**config.mk**
```make
export PLATFORM = sky130hd
export DESIGN_NAME = ivt_timer
export DESIGN_NICKNAME = d
export VERILOG_FILES = /design/src/rtl/ivt_pkg.sv /design/src/rtl/ivt_prescaler.sv /design/src/rtl/ivt_counter.sv /design/src/rtl/ivt_regfile.sv /design/src/rtl/ivt_timer.sv
export SDC_FILE = /design/constraint.sdc
export NUM_CORES = 1
export LEC_CHECK = 0
export BUFFER_PORTS_ARGS = -buffer_cell sky130_fd_sc_hd__buf_4
export CORE_AREA = 2 2 218 220
export DETAILED_ROUTE_END_ITERATION = 16
export DIE_AREA = 0 0 220 222
export HOLD_SLACK_MARGIN = 0.08
export PLACE_DENSITY = 0.43
export REMOVE_ABC_BUFFERS = 1
export SYNTH_ARGS = -nofsm -noshare
export SYNTH_HDL_FRONTEND = slang
export SYNTH_HIERARCHICAL = 1
export SYNTH_SLANG_ARGS = --single-unit
```
**constraint.sdc**
```tcl
create_clock -name clk -period 3.25 [get_ports clk]
set_input_delay 0.4875 -clock clk [delete_from_list [all_inputs] [get_ports clk]]
set_output_delay 0.4875 -clock clk [all_outputs]
set_load 0.005 [all_outputs]
```
**src/rtl/ivt_pkg.sv**
```systemverilog
package ivt_pkg;
  // byte offsets of the register window
  localparam int OFS_CTRL = 'h00;
  localparam int OFS_MODE = 'h04;
  localparam int OFS_PLO  = 'h08;
  localparam int OFS_PHI  = 'h0C;
  localparam int OFS_IEN  = 'h10;
  localparam int OFS_STAT = 'h1C;
  localparam int OFS_CLO  = 'h20;
  localparam int OFS_CHI  = 'h24;

  // field positions
  localparam int B_START  = 0;
  localparam int B_SWRST  = 8;
  localparam int B_CONT   = 0;
  localparam int B_SEL    = 3;
  localparam int B_PRE_LO = 8;
  localparam int PRE_W    = 4;

  typedef struct packed {
    logic [PRE_W-1:0] presc;
    logic             sel;
    logic             cont;
  } mode_t;
endpackage

```
**src/rtl/ivt_prescaler.sv**
```systemverilog
module ivt_prescaler #(
  parameter int PRE_W = 4
) (
  input  logic             clk,
  input  logic             rst,
  input  logic             tick_a,
  input  logic             tick_b,
  input  logic             sel_b,
  input  logic [PRE_W-1:0] presc,
  input  logic             run,
  input  logic             restart,
  output logic             adv
);
  logic [PRE_W-1:0] phase;
  logic             tick;

  always_comb begin
    tick = sel_b ? tick_b : tick_a;
    adv  = run & tick & (phase == presc);
  end

  always_ff @(posedge clk) begin
    if (rst || restart) begin
      phase <= '0;
    end else if (run && tick) begin
      phase <= adv ? '0 : phase + 1'b1;
    end
  end

  // between terminal counts the phase steps by one per selected tick
  assert_phase_step_R4: assert property (@(posedge clk) disable iff (rst)
    (run && tick && (phase != presc) && !restart) |=> (phase == $past(phase) + 1'b1));
endmodule

```
**src/rtl/ivt_counter.sv**
```systemverilog
module ivt_counter #(
  parameter int CNT_W = 64
) (
  input  logic             clk,
  input  logic             rst,
  input  logic             adv,
  input  logic             start,
  input  logic             swrst,
  input  logic             cont,
  input  logic [CNT_W-1:0] period,
  input  logic             clr,
  output logic [CNT_W-1:0] count,
  output logic             running,
  output logic             flag
);
  logic hit;

  always_comb hit = running & adv & (count == period) & ~start;

  always_ff @(posedge clk) begin
    if (rst || swrst) begin
      count   <= '0;
      running <= 1'b0;
      flag    <= 1'b0;
    end else begin
      if (start) begin
        count   <= '0;
        running <= 1'b1;
      end else if (running && adv) begin
        if (count == period) begin
          if (cont) count   <= '0;
          else      running <= 1'b0;
        end else begin
          count <= count + 1'b1;
        end
      end
      if (hit)      flag <= 1'b1;
      else if (clr) flag <= 1'b0;
    end
  end

  // software reset leaves the counter idle and clean
  assert_swrst_clears_R3: assert property (@(posedge clk) disable iff (rst)
    swrst |=> (count == '0 && !running && !flag));
  // continuous wrap goes to zero with the flag raised
  assert_wrap_R6: assert property (@(posedge clk) disable iff (rst)
    (hit && cont && !swrst) |=> (count == '0 && flag && running));
  // one-shot halts at the period
  assert_oneshot_stop_R7: assert property (@(posedge clk) disable iff (rst)
    (hit && !cont && !swrst) |=> (!running && count == $past(period)));
  // a status read with no new hit leaves the flag clear
  assert_status_clear_R8: assert property (@(posedge clk) disable iff (rst)
    (clr && !hit) |=> !flag);
endmodule

```
**src/rtl/ivt_regfile.sv**
```systemverilog
module ivt_regfile
  import ivt_pkg::*;
#(
  parameter int DATA_W = 32,
  parameter int ADDR_W = 6,
  localparam int CNT_W = 2 * DATA_W
) (
  input  logic              clk,
  input  logic              rst,
  input  logic              bus_sel,
  input  logic              bus_wr,
  input  logic [ADDR_W-1:0] bus_addr,
  input  logic [DATA_W-1:0] bus_wdata,
  output logic [DATA_W-1:0] bus_rdata,
  output mode_t             mode,
  output logic [CNT_W-1:0]  period,
  output logic              irq_en,
  output logic              start_p,
  output logic              swrst_p,
  output logic              stat_rd,
  input  logic [CNT_W-1:0]  count,
  input  logic              running,
  input  logic              flag
);
  logic              wr_en, rd_en;
  logic              is_ctrl, is_mode, is_plo, is_phi, is_ien, is_stat, is_clo, is_chi;
  logic [DATA_W-1:0] stage;
  logic [DATA_W-1:0] shadow;
  logic [DATA_W-1:0] rd_mux;

  always_comb begin
    wr_en   = bus_sel & bus_wr;
    rd_en   = bus_sel & ~bus_wr;
    is_ctrl = (bus_addr == ADDR_W'(OFS_CTRL));
    is_mode = (bus_addr == ADDR_W'(OFS_MODE));
    is_plo  = (bus_addr == ADDR_W'(OFS_PLO));
    is_phi  = (bus_addr == ADDR_W'(OFS_PHI));
    is_ien  = (bus_addr == ADDR_W'(OFS_IEN));
    is_stat = (bus_addr == ADDR_W'(OFS_STAT));
    is_clo  = (bus_addr == ADDR_W'(OFS_CLO));
    is_chi  = (bus_addr == ADDR_W'(OFS_CHI));
    swrst_p = wr_en & is_ctrl & bus_wdata[B_SWRST];
    start_p = wr_en & is_ctrl & bus_wdata[B_START] & ~bus_wdata[B_SWRST];
    stat_rd = rd_en & is_stat;
  end

  always_comb begin
    rd_mux = '0;
    if (is_ctrl) rd_mux[B_START] = running;
    if (is_mode) begin
      rd_mux[B_CONT]               = mode.cont;
      rd_mux[B_SEL]                = mode.sel;
      rd_mux[B_PRE_LO +: PRE_W]    = mode.presc;
    end
    if (is_plo)  rd_mux = period[DATA_W-1:0];
    if (is_phi)  rd_mux = period[CNT_W-1:DATA_W];
    if (is_ien)  rd_mux[0] = irq_en;
    if (is_stat) rd_mux[0] = flag;
    if (is_clo)  rd_mux = count[DATA_W-1:0];
    if (is_chi)  rd_mux = shadow;
  end

  always_ff @(posedge clk) begin
    if (rst) begin
      mode      <= '0;
      period    <= '1;
      stage     <= '0;
      irq_en    <= 1'b0;
      shadow    <= '0;
      bus_rdata <= '0;
    end else begin
      if (rd_en) bus_rdata <= rd_mux;
      if (rd_en && is_clo) shadow <= count[CNT_W-1:DATA_W];
      if (wr_en) begin
        if (is_mode) begin
          mode.cont  <= bus_wdata[B_CONT];
          mode.sel   <= bus_wdata[B_SEL];
          mode.presc <= bus_wdata[B_PRE_LO +: PRE_W];
        end
        if (is_phi) stage  <= bus_wdata;
        if (is_plo) period <= {stage, bus_wdata};
        if (is_ien) irq_en <= bus_wdata[0];
      end
    end
  end

  // a high-word write alone never changes the live period
  assert_period_whole_R2: assert property (@(posedge clk) disable iff (rst)
    (wr_en && is_phi) |=> $stable(period));
  // a low-word counter read captures the high half
  assert_shadow_capture_R10: assert property (@(posedge clk) disable iff (rst)
    (rd_en && is_clo) |=> (shadow == $past(count[CNT_W-1:DATA_W])));
endmodule

```
**src/rtl/ivt_timer.sv**
```systemverilog
module ivt_timer
  import ivt_pkg::*;
#(
  parameter int DATA_W = 32,
  parameter int ADDR_W = 6
) (
  input  logic              clk,
  input  logic              rst,
  input  logic              tick_per,
  input  logic              tick_sec,
  input  logic              bus_sel,
  input  logic              bus_wr,
  input  logic [ADDR_W-1:0] bus_addr,
  input  logic [DATA_W-1:0] bus_wdata,
  output logic [DATA_W-1:0] bus_rdata,
  output logic              irq
);
  localparam int CNT_W = 2 * DATA_W;

  mode_t             mode;
  logic [CNT_W-1:0]  period, count;
  logic              irq_en, start_p, swrst_p, stat_rd;
  logic              running, flag, adv;

  ivt_regfile #(.DATA_W(DATA_W), .ADDR_W(ADDR_W)) u_regs (
    .clk(clk), .rst(rst),
    .bus_sel(bus_sel), .bus_wr(bus_wr), .bus_addr(bus_addr),
    .bus_wdata(bus_wdata), .bus_rdata(bus_rdata),
    .mode(mode), .period(period), .irq_en(irq_en),
    .start_p(start_p), .swrst_p(swrst_p), .stat_rd(stat_rd),
    .count(count), .running(running), .flag(flag)
  );

  ivt_prescaler #(.PRE_W(PRE_W)) u_pre (
    .clk(clk), .rst(rst),
    .tick_a(tick_per), .tick_b(tick_sec), .sel_b(mode.sel),
    .presc(mode.presc), .run(running),
    .restart(start_p | swrst_p), .adv(adv)
  );

  ivt_counter #(.CNT_W(CNT_W)) u_cnt (
    .clk(clk), .rst(rst), .adv(adv),
    .start(start_p), .swrst(swrst_p), .cont(mode.cont),
    .period(period), .clr(stat_rd),
    .count(count), .running(running), .flag(flag)
  );

  // both operands are flops; the line is a single gate past them
  assign irq = flag & irq_en;

  // after a status read with nothing pending the line is low
  assert_irq_drops_R9: assert property (@(posedge clk) disable iff (rst)
    (stat_rd && !adv && !swrst_p) |=> !irq);
endmodule

```
==> run summary <==
Die area = 48840 um2
Routability Congestion = 0.8546
Worst-Skew Late Latency = 0.57 ns
Min-Delay Path Class = primary input to flip-flop
Unrepaired setup endpoints after global routing = false
Power Internal = 4.964 mW
Final hold violations = 0
Netlist Area Pre-Place = 11510 um2
Initial Util = 24.88%
Sum of negative setup slack = 0 ns
CP Data Required Time = 3.70 ns
# IOs = 77
Rel. slew slack = 44.18%
CTS tree = yes
Leakage = 4.871 nW
Ratio of cells with drive above 1 in the final layout = 14.09%
Most frequent cells in the layout = 331 x nand2_1, 237 x dfxtp_1, 135 x a21oi_1, 119 x buf_4, 68 x xnor2_1
Crit path launch type = flip-flop
Clock network fraction of design power = 49.7%
DP Cell Count = 2051
Warnings, synthesis = 6
Vias = 10500
First-iteration detailed-routing DRC count = 844
Largest net degree at the start of global routing = 84
Vias per Instance = 4.986
Psw = 1.555 mW
Cells on worst reg2reg path = 8
Final non-filler cell total = 2105
Vias in the first global route = 9792
Antenna cells = 0
Multi-input logic area = 6275 um2
Reg area = 4745 um2
Placed Area = 12800 um2
Final nets = 1521
Clock Skew = 0.02426 ns
Post-DRT Antenna Nets = 0
Gate power share = 5.0%
Fill cell count = 5026
Fraction of power consumed by sequential logic = 45.3%
Most common cell after layout, fill and taps aside = nand2_1
Post-CTS Repair Setup Buffers = 0
Initial antenna violation count = 0
Post-synth EDFFs = 0
Hold Path Cell Cnt = 3
Hold path start = bus_wdata[17]
Clock transition at the registers of the reported paths = 0.06 ns
Hold Buf Count CTS = 0
Tmin final = 2.966 ns
Peak supply drop = 0.0002986 V
PnR worst setup slack = 0.2837 ns
First-pass GRT wire length = 62.00 mm
Status = complete, no violations
Post-Route WL = 40.90 mm
Wire length per cell = 19.43 um
Min-Delay Endpoint = u_regs/period[17]
Most used flip-flop cell after synthesis = dfxtp_1
Power density cells = 474.1 nW/um2
Mapped Cells = 1431
Post-route DRC = 0
Max_cap viols = 0
Post-cts repair resize count = 0
FF-to-FF Start = u_cnt/count[40]
Final setup violation count = 0
CP endpoint kind = flip-flop
Worst r2r dst = u_cnt/count[37]
Critical Path AT = 3.41 ns
Cell area after layout = 13750 um2
CTS max path bufs = 3
Area Overhead vs Synth = 19.43%
Cts bufs inserted = 29
Syn Area/Cell = 8.044 um2
Rows = 79
Measured slew at the worst slew-check pin = 0.8328 ns
Crit path max fanout = 29
Die W = 220 um
Post-synthesis async set-or-reset flop share = 0%
Slew Limit Fails = 0
Reg2reg setup slack = 0.28 ns
Synth cell types = 60
Grt ovf = 0
Die height = 222 um
Yosys reg bits = 237
Tot GR Track Use = 16.43%
IO Port Bufs = 76
H-tree depth = 1
Sequential area share after synthesis = 41.22%
DRT Pass-1 Iters = 8
Pre-CTS setup slack = 0.1453 ns
Core area = 46260 um2
Sw Ratio = 23.85%
Final period util = 91.27%
FMAX = 0.3371 GHz
Dpl hpwl = 28.82 mm
Clock Tree Root = clkbuf_16
Worst Setup Path Type = flip-flop to flip-flop
CTS sink count = 237
metal layers:
| layer | up-vias | GRT usage (%) | share of wire [%] |
|---|---|---|---|
| met2 | 215 | 24.79 | 43 |
| met1 | 5067 | 24.30 | 49 |
| met4 | 0 | 4.633 | 2.2 |
| met3 | 51 | 2.044 | 5.0 |
| li1 | 5163 | - | - |
| met5 | - | 0 | 0 |
synth_stat cells (3+ instances only):
cell	number	area, um2
nand2b_1	7	43.79
buf_6	3	33.78
nor2_1	67	251.5
dfxtp_1	237	4745
mux2i_1	36	360.4
a21oi_1	135	675.7
and4_1	4	35.03
and2_1	6	37.54
nand3b_1	67	503.0
or3_1	9	56.30
or2_2	4	25.02
a31oi_1	7	43.79
nand2_1	331	1242
or4_1	3	22.52
clkbuf_1	66	247.7
nand3_2	4	40.04
inv_1	7	26.28
a311oi_1	6	52.55
nor3_1	37	185.2
buf_4	5	37.54
a32oi_1	3	26.28
a211oi_1	29	217.7
buf_2	35	175.2
xnor2_1	68	595.6
and3_1	10	62.56
nor4_2	6	75.07
o31ai_1	3	22.52
o211ai_1	26	195.2
o21ai_1	5	25.02
nand3_1	42	210.2
a221o_1	30	300.3
o21ai_0	47	235.2
nand4_1	45	281.5
area by class of cell:
cell class                      count  area share [%]
Clock inverter                     16           1.092
Inverter                            7          0.1911
Clock buffer                       38           5.815
Sequential cell                   237           34.51
Tap cell                          607           5.524
Timing Repair Buffer              124           7.226
Multi-Input combinational cell   1076           45.64
how the worst max path moves through the flow:
stage               startpoint         endpoint  slack, ns  depth (start not counted)
2_1_floorplan      bus_addr[3]  u_cnt/count[46]      -1.75                          8
3_3_place_gp       bus_addr[3]  u_cnt/count[37]       0.20                         11
3_5_place_dp       bus_addr[3]  u_cnt/count[37]       0.15                         11
4_1_cts        u_cnt/count[40]  u_cnt/count[37]       0.30                          8
5_1_grt        u_cnt/count[40]  u_cnt/count[45]       0.23                          8
6_report       u_cnt/count[40]  u_cnt/count[37]       0.28                          8
cell families (layout without fill, tap and decap cells):
group	after synthesis	in the layout	share of synthesized area, %
adders and majority gates	2	2	0.2174
AOI/OAI and AO/OA	303	303	16.60
and+or+nand+nor	665	665	28.86
xor gates and xnor gates	68	68	5.174
DFF	237	237	41.22
buffers and inverters	118	185	4.609
muxes	38	38	3.326
power groups by stage:
stage	logic [mW]	registers, mW	clock network (mW)
2_1_floorplan	0.135	3.01	0
3_3_place_gp	0.327	3.01	0
3_5_place_dp	0.330	3.02	0
4_1_cts	0.330	2.95	3.35
5_1_grt	0.357	2.95	3.47
6_report	0.327	2.95	3.24
stage by stage:
step,hold WS (ns),util (%),power [mW]
6_report,0.1336,29.72,6.518
4_1_cts,0.1107,29.72,6.630
2_1_floorplan,0.4258,-,3.147
5_1_grt,0.1152,29.72,6.780
3_5_place_dp,0.4464,27.67,3.345
3_3_place_gp,0.4434,27.67,3.342
sequential cells by signal (all words and copies together) (netlist names), 4 cells and up:
signal and flops:
u_regs/period 64, u_regs/mode 6, u_regs/bus_rdata 32, u_cnt/count 64, u_regs/shadow 32, u_pre/phase 4
u_regs/stage 32
critical path, stage by stage (launching register included):
cell and delay [ns]:
dfxtp_1 0.38, xnor2_1 0.42, nand4_1 0.26, nor4_2 0.43
and4_1 0.55, nor2_2 0.18, buf_4 0.29, a32oi_1 0.24
nand2_1 0.07
Power figures use the tool's default switching activity.
